[src/rtl/csr_rmw_pkg.sv]
package csr_rmw_pkg;

  localparam int CSR_ADDR_W  = 12;
  // address fields that the access rules decode
  localparam int PRIV_FLD_LO = 8;
  localparam int RO_FLD_LO   = 10;

  typedef enum logic [2:0] {
    OPC_RSV0 = 3'b000,
    OPC_RW   = 3'b001,
    OPC_RS   = 3'b010,
    OPC_RC   = 3'b011,
    OPC_RSV4 = 3'b100,
    OPC_RWI  = 3'b101,
    OPC_RSI  = 3'b110,
    OPC_RCI  = 3'b111
  } csr_opc_e;

  typedef struct packed {
    logic illegal;
    logic do_write;
  } acc_verdict_t;

endpackage

[src/rtl/csr_rst_sync.sv]
module csr_rst_sync (
  input  logic clk,
  input  logic rst_n,
  output logic rst_sync_n
);
  logic stage0_q;
  logic stage1_q;

  always_ff @(posedge clk or negedge rst_n) begin
    if (!rst_n) begin
      stage0_q <= 1'b0;
      stage1_q <= 1'b0;
    end else begin
      stage0_q <= 1'b1;
      stage1_q <= stage0_q;
    end
  end

  assign rst_sync_n = stage1_q;
endmodule

[src/rtl/csr_op_decode.sv]
module csr_op_decode #(
  parameter int XLEN  = 32,
  parameter int IMM_W = 5
) (
  input  logic [2:0]      op,
  input  logic [XLEN-1:0] operand,
  input  logic [IMM_W-1:0] uimm,
  output logic            op_ok,
  output logic [XLEN-1:0] wmask,
  output logic [XLEN-1:0] wdata,
  output logic            mask_nz
);
  import csr_rmw_pkg::*;

  localparam int PAD_W = XLEN - IMM_W;

  logic [XLEN-1:0] src;

  // immediate forms select the zero-extended immediate
  always_comb begin
    if (op[2]) src = {{PAD_W{1'b0}}, uimm};
    else       src = operand;
  end

  always_comb begin
    op_ok = 1'b1;
    wmask = '0;
    wdata = '0;
    unique case (csr_opc_e'(op))
      OPC_RW, OPC_RWI: begin
        wmask = '1;
        wdata = src;
      end
      OPC_RS, OPC_RSI: begin
        wmask = src;
        wdata = '1;
      end
      OPC_RC, OPC_RCI: begin
        wmask = src;
        wdata = '0;
      end
      default: begin
        op_ok = 1'b0;
      end
    endcase
  end

  assign mask_nz = |wmask;
endmodule

[src/rtl/csr_access_check.sv]
module csr_access_check (
  input  logic [3:0] addr_hi,
  input  logic [1:0] priv,
  input  logic       op_ok,
  input  logic       mask_nz,
  input  logic       present,
  input  logic       writable,
  input  logic       rd_fault,
  input  logic       wr_fault,
  output csr_rmw_pkg::acc_verdict_t verdict
);
  import csr_rmw_pkg::*;

  localparam int OFS_PRIV = PRIV_FLD_LO - 8;
  localparam int OFS_RO   = RO_FLD_LO - 8;

  logic [1:0] min_priv;
  logic       read_only;
  logic       want_write;
  logic       deny_priv;
  logic       deny_ro;
  logic       deny_bank;

  always_comb begin
    min_priv   = addr_hi[OFS_PRIV +: 2];
    read_only  = (addr_hi[OFS_RO +: 2] == 2'b11);
    want_write = mask_nz && writable;
    deny_priv  = (priv < min_priv);
    deny_ro    = read_only && mask_nz;
    deny_bank  = !present || rd_fault || (want_write && wr_fault);
    verdict.illegal  = !op_ok || deny_priv || deny_ro || deny_bank;
    verdict.do_write = want_write && !verdict.illegal;
  end
endmodule

[src/rtl/csr_merge.sv]
module csr_merge #(
  parameter int XLEN = 32
) (
  input  logic [XLEN-1:0] old_val,
  input  logic [XLEN-1:0] wmask,
  input  logic [XLEN-1:0] wdata,
  output logic [XLEN-1:0] new_val
);
  for (genvar b = 0; b < XLEN; b++) begin : g_bit
    assign new_val[b] = wmask[b] ? wdata[b] : old_val[b];
  end
endmodule

[src/rtl/csr_rmw_unit.sv]
module csr_rmw_unit #(
  parameter int XLEN  = 32,
  parameter int IMM_W = 5
) (
  input  logic             clk,
  input  logic             rst_n,
  input  logic             req_valid,
  input  logic [11:0]      req_addr,
  input  logic [1:0]       req_priv,
  input  logic [2:0]       req_op,
  input  logic [XLEN-1:0]  req_operand,
  input  logic [IMM_W-1:0] req_uimm,
  output logic [11:0]      bank_addr,
  input  logic [XLEN-1:0]  bank_rdata,
  input  logic             bank_present,
  input  logic             bank_writable,
  input  logic             bank_rd_fault,
  input  logic             bank_wr_fault,
  output logic             rsp_valid,
  output logic             rsp_illegal,
  output logic [XLEN-1:0]  rsp_rdata,
  output logic             wr_en,
  output logic [11:0]      wr_addr,
  output logic [XLEN-1:0]  wr_data
);
  import csr_rmw_pkg::*;

  logic              rst_sync_n;
  logic              op_ok;
  logic              mask_nz;
  logic [XLEN-1:0]   wmask;
  logic [XLEN-1:0]   wdata;
  logic [XLEN-1:0]   merged;
  acc_verdict_t      verdict;

  logic              rsp_valid_d, rsp_valid_q;
  logic              rsp_ill_d,   rsp_ill_q;
  logic [XLEN-1:0]   rsp_data_d,  rsp_data_q;
  logic              wr_en_d,     wr_en_q;
  logic [11:0]       wr_addr_d,   wr_addr_q;
  logic [XLEN-1:0]   wr_data_d,   wr_data_q;
  logic              cap_en;

  csr_rst_sync u_rst (
    .clk        (clk),
    .rst_n      (rst_n),
    .rst_sync_n (rst_sync_n)
  );

  csr_op_decode #(.XLEN(XLEN), .IMM_W(IMM_W)) u_dec (
    .op      (req_op),
    .operand (req_operand),
    .uimm    (req_uimm),
    .op_ok   (op_ok),
    .wmask   (wmask),
    .wdata   (wdata),
    .mask_nz (mask_nz)
  );

  csr_access_check u_chk_acc (
    .addr_hi  (req_addr[11:8]),
    .priv     (req_priv),
    .op_ok    (op_ok),
    .mask_nz  (mask_nz),
    .present  (bank_present),
    .writable (bank_writable),
    .rd_fault (bank_rd_fault),
    .wr_fault (bank_wr_fault),
    .verdict  (verdict)
  );

  csr_merge #(.XLEN(XLEN)) u_mrg (
    .old_val (bank_rdata),
    .wmask   (wmask),
    .wdata   (wdata),
    .new_val (merged)
  );

  assign bank_addr = req_addr;

  // next-state
  always_comb begin
    cap_en      = req_valid;
    rsp_valid_d = req_valid;
    rsp_ill_d   = req_valid && verdict.illegal;
    wr_en_d     = req_valid && verdict.do_write;
    rsp_data_d  = verdict.illegal ? '0 : bank_rdata;
    wr_addr_d   = req_addr;
    wr_data_d   = verdict.do_write ? merged : '0;
  end

  // strobes update every cycle
  always_ff @(posedge clk or negedge rst_sync_n) begin
    if (!rst_sync_n) begin
      rsp_valid_q <= 1'b0;
      rsp_ill_q   <= 1'b0;
      wr_en_q     <= 1'b0;
    end else begin
      rsp_valid_q <= rsp_valid_d;
      rsp_ill_q   <= rsp_ill_d;
      wr_en_q     <= wr_en_d;
    end
  end

  // payload captured only with a request
  always_ff @(posedge clk or negedge rst_sync_n) begin
    if (!rst_sync_n) begin
      rsp_data_q <= '0;
      wr_addr_q  <= '0;
      wr_data_q  <= '0;
    end else if (cap_en) begin
      rsp_data_q <= rsp_data_d;
      wr_addr_q  <= wr_addr_d;
      wr_data_q  <= wr_data_d;
    end
  end

  assign rsp_valid   = rsp_valid_q;
  assign rsp_illegal = rsp_ill_q;
  assign rsp_rdata   = rsp_data_q;
  assign wr_en       = wr_en_q;
  assign wr_addr     = wr_addr_q;
  assign wr_data     = wr_data_q;
endmodule

[config.mk]
export PLATFORM = sky130hd
export DESIGN_NAME = csr_rmw_unit
export DESIGN_NICKNAME = d
export VERILOG_FILES = /design/src/rtl/csr_rmw_pkg.sv /design/src/rtl/csr_rst_sync.sv /design/src/rtl/csr_op_decode.sv /design/src/rtl/csr_access_check.sv /design/src/rtl/csr_merge.sv /design/src/rtl/csr_rmw_unit.sv
export SDC_FILE = /design/constraint.sdc
export NUM_CORES = 1
export LEC_CHECK = 0
export BUFFER_PORTS_ARGS = -buffer_cell sky130_fd_sc_hd__buf_2
export CORE_UTILIZATION = 45
export CTS_BUF_LIST = sky130_fd_sc_hd__clkbuf_4
export DETAILED_ROUTE_END_ITERATION = 10
export HOLD_SLACK_MARGIN = 0.03
export PLACE_DENSITY = 0.76
export SETUP_SLACK_MARGIN = 0.1
export SLEW_MARGIN = 0
export SYNTH_ARGS = -nofsm -noshare
export SYNTH_HDL_FRONTEND = slang
export SYNTH_SLANG_ARGS = --single-unit
[constraint.sdc]
create_clock -name clk -period 2.8 [get_ports clk]
set_input_delay 0.56 -clock clk [delete_from_list [all_inputs] [get_ports clk]]
set_output_delay 0.56 -clock clk [all_outputs]
set_load 0.02 [all_outputs]
Yosys cells after proc, flatten, opt, wreduce, memory -nomap -nowiden
Index checks and enable logic that the tools add are counted.
{"block": "classes", "magnitude_cmp": 1, "eq_ne": 7, "mux": 38, "n_reduce_logical": 19}
{"cell": "$pmux 32 s2", "n": 2}
{"cell": "$mux 32", "n": 3}
{"cell": "$mux 1", "n": 33}
{"cell": "$reduce_or 32->1", "n": 1}
{"cell": "$eq 3x3->1 const B", "n": 3}
{"cell": "$eq 3x2->1 const B", "n": 2}
{"cell": "$logic_and 1x1->1", "n": 6}
{"cell": "$reduce_or 6->1", "n": 1}
{"cell": "$logic_or 1x1->1", "n": 5}
{"cell": "$reduce_or 2->1", "n": 2}
{"cell": "$reduce_or 4->1", "n": 1}
{"cell": "$eq 3x1->1 const B", "n": 1}
{"cell": "$logic_not 1->1", "n": 3}
{"cell": "$eq 2x2->1 const B", "n": 1}
{"cell": "$lt 2x2->1", "n": 1}
{"block": "totals", "regBits": 81, "output_inout_bits": 91, "word_cells": 73}

Logic depth before layout (Yosys ltp)
Gate-level depths: netlist (run 1).
{"block": "logic_depth", "ltp_word": 11, "mapped_depth": 8, "depth_no_buf": 6}

Cells and area by module
Synthesis (run 1) repeated with hierarchy kept, for this count alone.
{"block": "hier_totals", "hier_cells": 515, "hier_area_um2": 4624.4}
{"module": "csr_rmw_unit", "n_inst": 1, "cells_each": 314, "area_each_um2": 3305.7, "seq_area_each_um2": 1976.9}
{"module": "csr_op_decode", "n_inst": 1, "cells_each": 157, "area_each_um2": 703.2, "seq_area_each_um2": 0.0}
{"module": "csr_merge", "n_inst": 1, "cells_each": 32, "area_each_um2": 480.5, "seq_area_each_um2": 0.0}
{"module": "csr_access_check", "n_inst": 1, "cells_each": 9, "area_each_um2": 81.3, "seq_area_each_um2": 0.0}
{"module": "csr_rst_sync", "n_inst": 1, "cells_each": 3, "area_each_um2": 53.8, "seq_area_each_um2": 50.0}

Worst setup path after synthesis (run 1)
OpenSTA, ideal clock, no wires.
{"block": "synth_path", "path_type": "input-to-reg", "from": "input req_operand[0]", "to": "register wr_data_q[22], in the netlist wr_data[22]", "setup_time_ns": 0.122, "arrival_time_ns": 1.885, "t_required_ns": 2.678, "slack_ns": 0.794, "stages": 6, "path_buffers": 1, "path_cell_list": "or4_1 nor2_1 o221ai_2 o211ai_4 buf_6 o2bb2ai_1"}
{"block": "synth_between", "elab_chain_len": 10}
{"element": "start, declared", "line_no": "csr_rmw_unit.sv:11", "source": "input logic [XLEN-1:0] req_operand,"}
{"element": "$mux 32 *", "line_no": "csr_op_decode.sv:21", "source": "if (op[2]) src = {{PAD_W{1'b0}}, uimm};"}
{"element": "$pmux 32 s2 *", "line_no": "csr_op_decode.sv:29", "source": "unique case (csr_opc_e'(op))"}
{"element": "$reduce_or 32->1 *", "line_no": "csr_op_decode.sv:48", "source": "assign mask_nz = |wmask;"}
{"element": "$logic_and 1x1->1", "line_no": "csr_access_check.sv:27", "source": "want_write = mask_nz && writable;"}
{"element": "$logic_and 1x1->1", "line_no": "csr_access_check.sv:30", "source": "deny_bank = !present || rd_fault || (want_write && wr_fault);"}
{"element": "$logic_or 1x1->1", "line_no": "csr_access_check.sv:30"}
{"element": "$logic_or 1x1->1", "line_no": "csr_access_check.sv:31", "source": "verdict.illegal = !op_ok || deny_priv || deny_ro || deny_bank;"}
{"element": "$logic_not 1->1", "line_no": "csr_access_check.sv:32", "source": "verdict.do_write = want_write && !verdict.illegal;"}
{"element": "$logic_and 1x1->1 *", "line_no": "csr_access_check.sv:32"}
{"element": "$mux 32 *", "line_no": "csr_rmw_unit.sv:89", "source": "wr_data_d = verdict.do_write ? merged : '0;"}
{"element": "end signal, assigned", "line_no": "csr_rmw_unit.sv:114", "source": "wr_data_q <= wr_data_d;"}
{"element": "end, declared", "line_no": "csr_rmw_unit.sv:41", "source": "logic [XLEN-1:0] wr_data_d, wr_data_q;"}
Every way passes the cells marked *; elsewhere a longest branch is shown, timed or not.
A chain may end at the register's enable or synchronous reset.

Final worst setup path (run 1)
{"block": "layout_path", "from": "input req_operand[0]", "to": "register wr_data_q[19], in the netlist wr_data[19]"}
The elaborated chain is that of the path after synthesis.

==> summary.md, run 1 <==
| Metric | Value |
|---|---|
| Peak Freq | `533 MHz` |
| Ys async rst share | `100%` |
| Sequential element share of the synthesized area | `45.5%` |
| Initial antenna violation count | `0` |
| Internal cell power | `1770 uW` |
| DRC viols | `0` |
| TNS Setup | `0 ns` |
| Dpl ws | `0.475 ns` |
| WL/cell | `19.1 um` |
| FP Rows | `35` |
| Post-synth EDFFs | `0` |
| Largest net degree at the start of global routing | `80` |
| Via count | `4340` |
| CTS Hold Bufs | `1` |
| Share of cells above drive strength 1 | `42.7%` |
| Worst min path class | `in -> reg` |
| Depth of the most critical reg-to-reg path | `0` |
| Setup Skew | `0.00856 ns` |
| Dpl hpwl | `10100 um` |
| Power per Cell Area | `457 nW/um2` |
| Switching share of power | `30.2%` |
| Total gr overflow | `0` |
| Initial Util | `47.3%` |
| Area of the mapped netlist | `4450 um2` |
| Fin nets | `695` |
| # IOs | `184` |
| Combinational power share | `19.4%` |
| Setup Viol. Count Final | `0` |
| First-pass GRT wire length | `21900 um` |
| Die W | `101 um` |
| DRT Pass-1 Iters | `6` |
| Core Area | `9420 um2` |
| WHS | `0.367 ns` |
| # Post-CTS Setup Buffers | `0` |
| Crit path from | `req_operand[0]` |
| Synth cell types | `37` |
| Hold Vio Cnt, Final | `0` |
| Total CTS buffers | `9` |
| Post-CTS resize count | `0` |
| Worst relative slew slack | `31.4%` |
| Synth Flop Type | `dfrtp_1` |
| Avg Cell Area, Syn | `10.1 um2` |
| Clock Tree Buf Depth | `2` |
| Startpoint Class | `primary input` |
| Worst reg2reg path endpoint | `wr_data[3]` |
| GPL Wtd Cong | `0.956` |
| Wirelength, routed | `14000 um` |
| Leak | `0.00272 uW` |
| Total Power | `2530 uW` |
| Final min period | `1.88 ns` |
| CP Data Required Time | `3.10 ns` |
| Reg power frac | `49.4%` |
| Arrival @ worst endpoint | `2.18 ns` |
| Worst r2r src | `u_rst.rst_sync_n` |
| Clock Root Buffer | `clkbuf_4` |
| Clock Power Share | `31.2%` |
| TritonCTS clock tree | `yes` |
| RSZ-0062 raised after global routing | `false` |
| Maxcap violations | `0` |
| Vias in the first global route | `4222` |
| Share of the synthesized area in the top cell type | `45.5%` |
| Antenna fix cells | `0` |
| Setup crit end kind | `register` |
| Detailed Route Iter0 Violations | `246` |
| Worst-path clk slew | `0.14 ns` |
| DP Area | `5370 um2` |
| Top area cells in the synthesized netlist | `dfrtp_1, o2bb2ai_1, a21oi_1` |
| Chip height | `101 um` |
| Vias/cell | `5.90` |
| Max VDD drop | `0.000196 V` |
| Synthesized net count | `536` |
| Design area | `5540 um2` |
| Clock latency on the worst-skew pair | `0.42 ns` |
| Area growth, synth to finish | `24.5%` |
| Crit path kind | `in -> reg` |
| Outcome | `complete, no violations` |
| GRT Resource Usage Total | `27.9%` |
| Synth Instances | `442` |
| H-tree depth | `3` |
| Least-Margin Pin Slew | `1.03 ns` |
| Syn. warnings | `0` |
| Port buffer count | `183` |
| #FFs+latches synth | `81` |
| Fin. max-slew vios | `0` |
| Routed Antenna Nets | `0` |
| Cell taking the most area after synthesis | `dfrtp_1` |
| Net switching power | `764 uW` |
| Clk sinks | `81` |
| Die ar. | `10300 um2` |
| Part of the cycle the worst path needs | `67.1%` |
| CP Capture Point | `wr_data[19]` |
| R2R setup slack | `1.62 ns` |
| Max Fanout on Critical Path | `21` |
| PnR worst setup slack | `0.922 ns` |
## how the worst min path moves through the flow
| stage | from | depth (start not counted) | endpoint |
|---|---|---|---|
| floorplan | rst_n | 0 | u_rst.rst_sync_n |
| global route | req_addr[2] | 2 | wr_addr[2] |
| finish | req_addr[3] | 2 | wr_addr[3] |
| CTS | req_addr[2] | 2 | wr_addr[2] |
| global placement | u_rst.stage0_q | 0 | u_rst.rst_sync_n |
| detailed placement | u_rst.stage0_q | 0 | u_rst.rst_sync_n |
## cell type report
| cell class | count | area [um2] |
|---|---|---|
| Sequential cell | 81 | 2030 |
| Tap cell | 129 | 161 |
| Inverter | 5 | 18.8 |
| Multi-Input combinational cell | 304 | 2110 |
| Fill cell | 814 | 3870 |
| Timing Repair Buffer | 200 | 1060 |
| Clock inverter | 6 | 82.6 |
| Clock buffer | 10 | 75.1 |
## state kept, by name, summed over array words and instances, names as in the netlist
signal            flops
wr_addr              12
u_rst.rst_sync_n      1
wr_data              32
u_rst.stage0_q        1
rsp_valid             1
rsp_rdata            32
rsp_illegal           1
wr_en                 1
## per-layer routing
metal  vias to the layer above  share of wire, %  GRT usage [%]
met3                        30               7.3           5.11
met5                         -                 0              0
met2                       230                48           45.6
met4                         0               2.2           10.1
li1                       1951                 -              -
met1                      2129                43           37.3
## layout by cell type, fill, tap and decap left out, drive strengths merged, types with 2 or more instances in the layout
| cell type | netlist | final |
|---|---|---|
| a21oi | 66 | 66 |
| a31o | 32 | 32 |
| buf | 29 | 199 |
| bufinv | 0 | 2 |
| clkbuf | 23 | 10 |
| clkinv | 0 | 3 |
| dfrtp | 81 | 81 |
| inv | 5 | 5 |
| mux2 | 17 | 17 |
| nand2 | 33 | 33 |
| nand2b | 3 | 3 |
| nor2 | 3 | 3 |
| nor2b | 28 | 28 |
| nor3 | 2 | 2 |
| nor4 | 6 | 6 |
| o211ai | 2 | 2 |
| o21ai | 33 | 33 |
| o2bb2ai | 64 | 64 |
| o31ai | 2 | 2 |
| or3 | 2 | 2 |
## cells by family after synthesis
logic type	after synthesis	synth area share [%]
compound gates	203	32.5
fa+ha+maj	1	0.281
buf+inv	57	7.17
flops	81	45.5
mux	17	4.30
other cells	1	0.0842
simple gates	82	10.1
## power groups by stage
stage / clock (uW) / combinational (uW) / sequential [uW]
final: 790 / 492 / 1250
after global routing: 844 / 533 / 1260
after CTS: 800 / 487 / 1250
after detailed placement: 0 / 484 / 1270
after global placement: 0 / 473 / 1270
after floorplan: 0 / 240 / 1310
## critical path, cell delays in order
cell	delay, ns
buf_2	0.10
or4_1	0.51
nor2_1	0.16
o221ai_2	0.20
o211ai_4	0.22
buf_4	0.30
o2bb2ai_1	0.12
## cell usage after synthesis, types with 2 or more instances
| cell type | number |
|---|---|
| o2bb2ai_2 | 4 |
| nand2b_1 | 3 |
| nor4_1 | 6 |
| a31o_1 | 18 |
| o2bb2ai_1 | 60 |
| inv_1 | 5 |
| buf_6 | 6 |
| dfrtp_1 | 81 |
| buf_2 | 9 |
| mux2_2 | 17 |
| nor2_1 | 2 |
| buf_4 | 13 |
| o21ai_0 | 33 |
| nand2_1 | 33 |
| nor2b_1 | 28 |
| o31ai_1 | 2 |
| a21oi_1 | 66 |
| a31o_2 | 14 |
| clkbuf_1 | 23 |
| or3_1 | 2 |
## per-stage QoR
| stage | utilization (%) | cells |
|---|---|---|
| after floorplan | - | 442 |
| after global placement | 57.1 | 718 |
| after detailed placement | 57.1 | 718 |
| after CTS | 58.9 | 735 |
| after global routing | 58.9 | 735 |
| final | 58.9 | 735 |
(Power assumes the default switching activity.)
==> run 2, diff against run 1 <==
- ABC_AREA: unset -> 1
- clock period: 2.8 -> 1.8 ns (I/O delays scaled with it)
==> run 2 against run 1 <==
Utilization grew 6.9 points. Sequential share of layout area shrank 3.1 points. Non-clock buffer count grew 53. Largest power group unchanged.
==> summary.md, run 2 <==
| Metric | Value |
|---|---|
| Outcome | `complete, no violations` |
| Leading cell type in the layout, fill and taps excluded | `nand2_1` |
| First-pass GRT wire length | `21800 um (-0.13%)` |
| Hold Crit Start | `req_addr[1]` |
| CP Data Required Time | `2.12 ns (-0.98 ns)` |
| Leak | `0.00345 uW (+27%)` |
| Wirelength, routed | `14600 um (+4.2%)` |
| Vias in the first global route | `4579 (+8.5%)` |
| Clock latency on the worst-skew pair | `0.42 ns (about the same)` |
| Placed insts | `871 (+21%)` |
| Worst reg2reg path endpoint | `wr_data[2]` |
| Fin nets | `876 (+26%)` |
| Avg Cell Area, Syn | `7.47 um2 (-26%)` |
| Peak Freq | `614 MHz` |
| Power per Cell Area | `647 nW/um2 (+42%)` |
| Syn. warnings | `0 (unchanged)` |
| Synth cell types | `25 (-32%)` |
| Final cell count without fillers | `898 (+22%)` |
| FP Rows | `35 (unchanged)` |
| DRT Pass-1 Iters | `4 (-2)` |
| Port buffer count | `183 (unchanged)` |
| Clock Tree Buf Depth | `2 (unchanged)` |
| Total gr overflow | `0 (unchanged)` |
| Area of the mapped netlist | `4260 um2 (-4.4%)` |
| Maxcap violations | `0 (unchanged)` |
| Worst relative slew slack | `66.0% (+35 points)` |
| Crit path kind | `in -> reg` |
| Detailed Route Iter0 Violations | `257 (+4.5%)` |
| Hold Vio Cnt, Final | `0 (unchanged)` |
| R2R setup slack | `0.96 ns (-0.66 ns)` |
| Largest net degree at the start of global routing | `53 (-34%)` |
| Dpl hpwl | `9920 um (-1.5%)` |
| Total CTS buffers | `9 (unchanged)` |
| Die W | `99.3 um (-2.2%)` |
| Delay-heaviest family, CP | `simple AND/OR/NAND/NOR gates` |
| #FFs+latches synth | `81 (unchanged)` |
| Least-Margin Pin Slew | `0.510 ns (-0.519 ns)` |
| Most frequent cells in the layout | `nand2_1, buf_2, dfrtp_1` |
| Antenna fix cells | `0 (unchanged)` |
| Core Area | `9200 um2 (-2.3%)` |
| Cell taking the most area after synthesis | `dfrtp_1` |
| Crit path cell chain | `buf_8, clkbuf_16, nand3_1, nand2_1, nor2_1, nand3_1, nor2_4, nand3_4, buf_4, nand2_2, nor2_4, clkbuf_16, nand4_1, nand2_1` |
| Startpoint Class | `primary input` |
| Post-synth top cells | `nand2_1, dfrtp_1, nand3_1` |
| Top area cells in the synthesized netlist | `dfrtp_1, nand2_1, nand3_1` |
| Hold depth | `3 (+1)` |
| Worst-path clk slew | `0.13 ns (about the same)` |
| Final min period | `1.63 ns` |
| Most frequent cell after synthesis | `nand2_1` |
| Share of cells above drive strength 1 | `37.6% (-5.1 points)` |
| Vias/cell | `5.42 (-8.2%)` |
| Via count | `4868 (+12%)` |
| Clk sinks | `81 (unchanged)` |
| Setup Viol. Count Final | `0 (unchanged)` |
| Critical path's slowest cell | `clkbuf_16` |
| CP Buf/Inv Count | `4 (+2)` |
| Max Fanout on Critical Path | `16 (-24%)` |
| H-tree depth | `3 (unchanged)` |
| Share of the synthesized area in the top cell type | `47.6% (+2.1 points)` |
| Post-synth EDFFs | `0 (unchanged)` |
| GPL Wtd Cong | `0.887 (-7.3%)` |
| Fin. max-slew vios | `0 (unchanged)` |
| Final Util | `65.8% (+6.9 points)` |
| Arrival @ worst endpoint | `1.95 ns (-0.23 ns)` |
| Setup crit end kind | `register` |
| Area growth, synth to finish | `42.1%` |
| Total Power | `3910 uW (+55%)` |
| Worst r2r src | `u_rst.rst_sync_n` |
| Die ar. | `9850 um2 (-4.3%)` |
| Synthesized net count | `664 (+24%)` |
| Worst min path class | `in -> reg` |
| Synth Flop Type | `dfrtp_1` |
| Initial Util | `46.3% (-1.0 points)` |
| Chip height | `99.3 um (-2.2%)` |
| Dpl ws | `-0.423 ns (-0.898 ns)` |
| RSZ-0062 raised after global routing | `false` |
| PnR worst setup slack | `0.171 ns (-0.751 ns)` |
| Initial antenna violation count | `0 (unchanged)` |
| # IOs | `184 (unchanged)` |
| Clock Root Buffer | `clkbuf_4` |
| Hold Path Sink | `wr_addr[1]` |
| Max stage delay on crit path | `0.18 ns (-0.33 ns)` |
| TritonCTS clock tree | `yes` |
| Routed Antenna Nets | `0 (unchanged)` |
| Depth of the most critical reg-to-reg path | `1 (+1)` |
| Setup Skew | `0.0158 ns (+0.00726 ns)` |
| WL/cell | `16.3 um (-15%)` |
| Max VDD drop | `0.000530 V (+170%)` |
| Sequential element share of the synthesized area | `47.6% (+2.1 points)` |
| DRC viols | `0 (unchanged)` |
| GRT Resource Usage Total | `27.8% (-0.084 points)` |
| Part of the cycle the worst path needs | `90.5%` |
| Synth Instances | `570 (+29%)` |
| Ys async rst share | `100% (unchanged)` |
## run 2: worst max path at each step
stage                    from             to  slack [ns]  cells after the start
finish              req_op[1]     wr_data[3]        0.17                     14
global placement    req_op[1]   rsp_rdata[1]       -0.32                     13
floorplan           req_op[2]  rsp_rdata[14]        0.09                     13
CTS                 req_op[1]  rsp_rdata[16]        0.08                     13
global route        req_op[2]     wr_data[9]        0.09                     14
detailed placement  req_op[1]  rsp_rdata[16]       -0.42                     13
## run 2: tightest hold or removal path, delay by kind of cell
family	cells	cell delay (ns)
simple gates	2	0.10
buf+inv	1	0.08
## run 2: cell type report
class	count	area, um2
clock inverter	6	58.8
timing repair inverter	1	8.76
tap	111	139
multi-input combinational	421	1980
timing repair buffer	253	1690
clock buffer	10	75.1
fill	789	3150
inverter	15	71.3
sequential	81	2030
## run 2: timing repair
action | CTS | global route
resized for setup | 3 | 28
setup buffers | 2 | 0
endpoints found under the hold margin | 2 | 0
gates cloned | 0 | 8
pin swaps | 4 | 10
endpoints found under the setup margin | 33 | 66
hold buffers | 1 | 0
## run 2: cells by family (layout without fill, tap and decap cells)
kind of cell | after synthesis | count (layout) | share of synthesized area (%)
other | 1 | 1 | 0.0881
AND/OR/NAND/NOR | 347 | 347 | 34.8
AO/OA/AOI/OAI | 72 | 72 | 8.97
buffers and inverters | 68 | 285 | 8.20
flip-flops | 81 | 81 | 47.6
adder cells (fa/ha/maj) | 1 | 1 | 0.294
## run 2: report_power, final
part           total [uW]  internal [uW]  switching [uW]
clock                1080            430             651
sequential           1920           1880            42.8
combinational         915            374             541
## run 2: metrics by stage
step                hold WS (ns)  instance area (um2)  TNS, ns
finish                     0.142                 6050        0
global route               0.134                 6050        0
CTS                        0.128                 5780        0
detailed placement         0.150                 5600   -22.40
global placement           0.146                 5600   -17.03
floorplan                 0.0644                 4310        0
## run 2: layer usage
metal / track usage, % / wire length [um] / up-vias
met3: 6.18 / 1200 / 23
met2: 47.0 / 7040 / 248
met1: 36.5 / 6150 / 2288
li1: - / - / 2309
met5: 0 / 0 / -
met4: 6.90 / 252 / 0
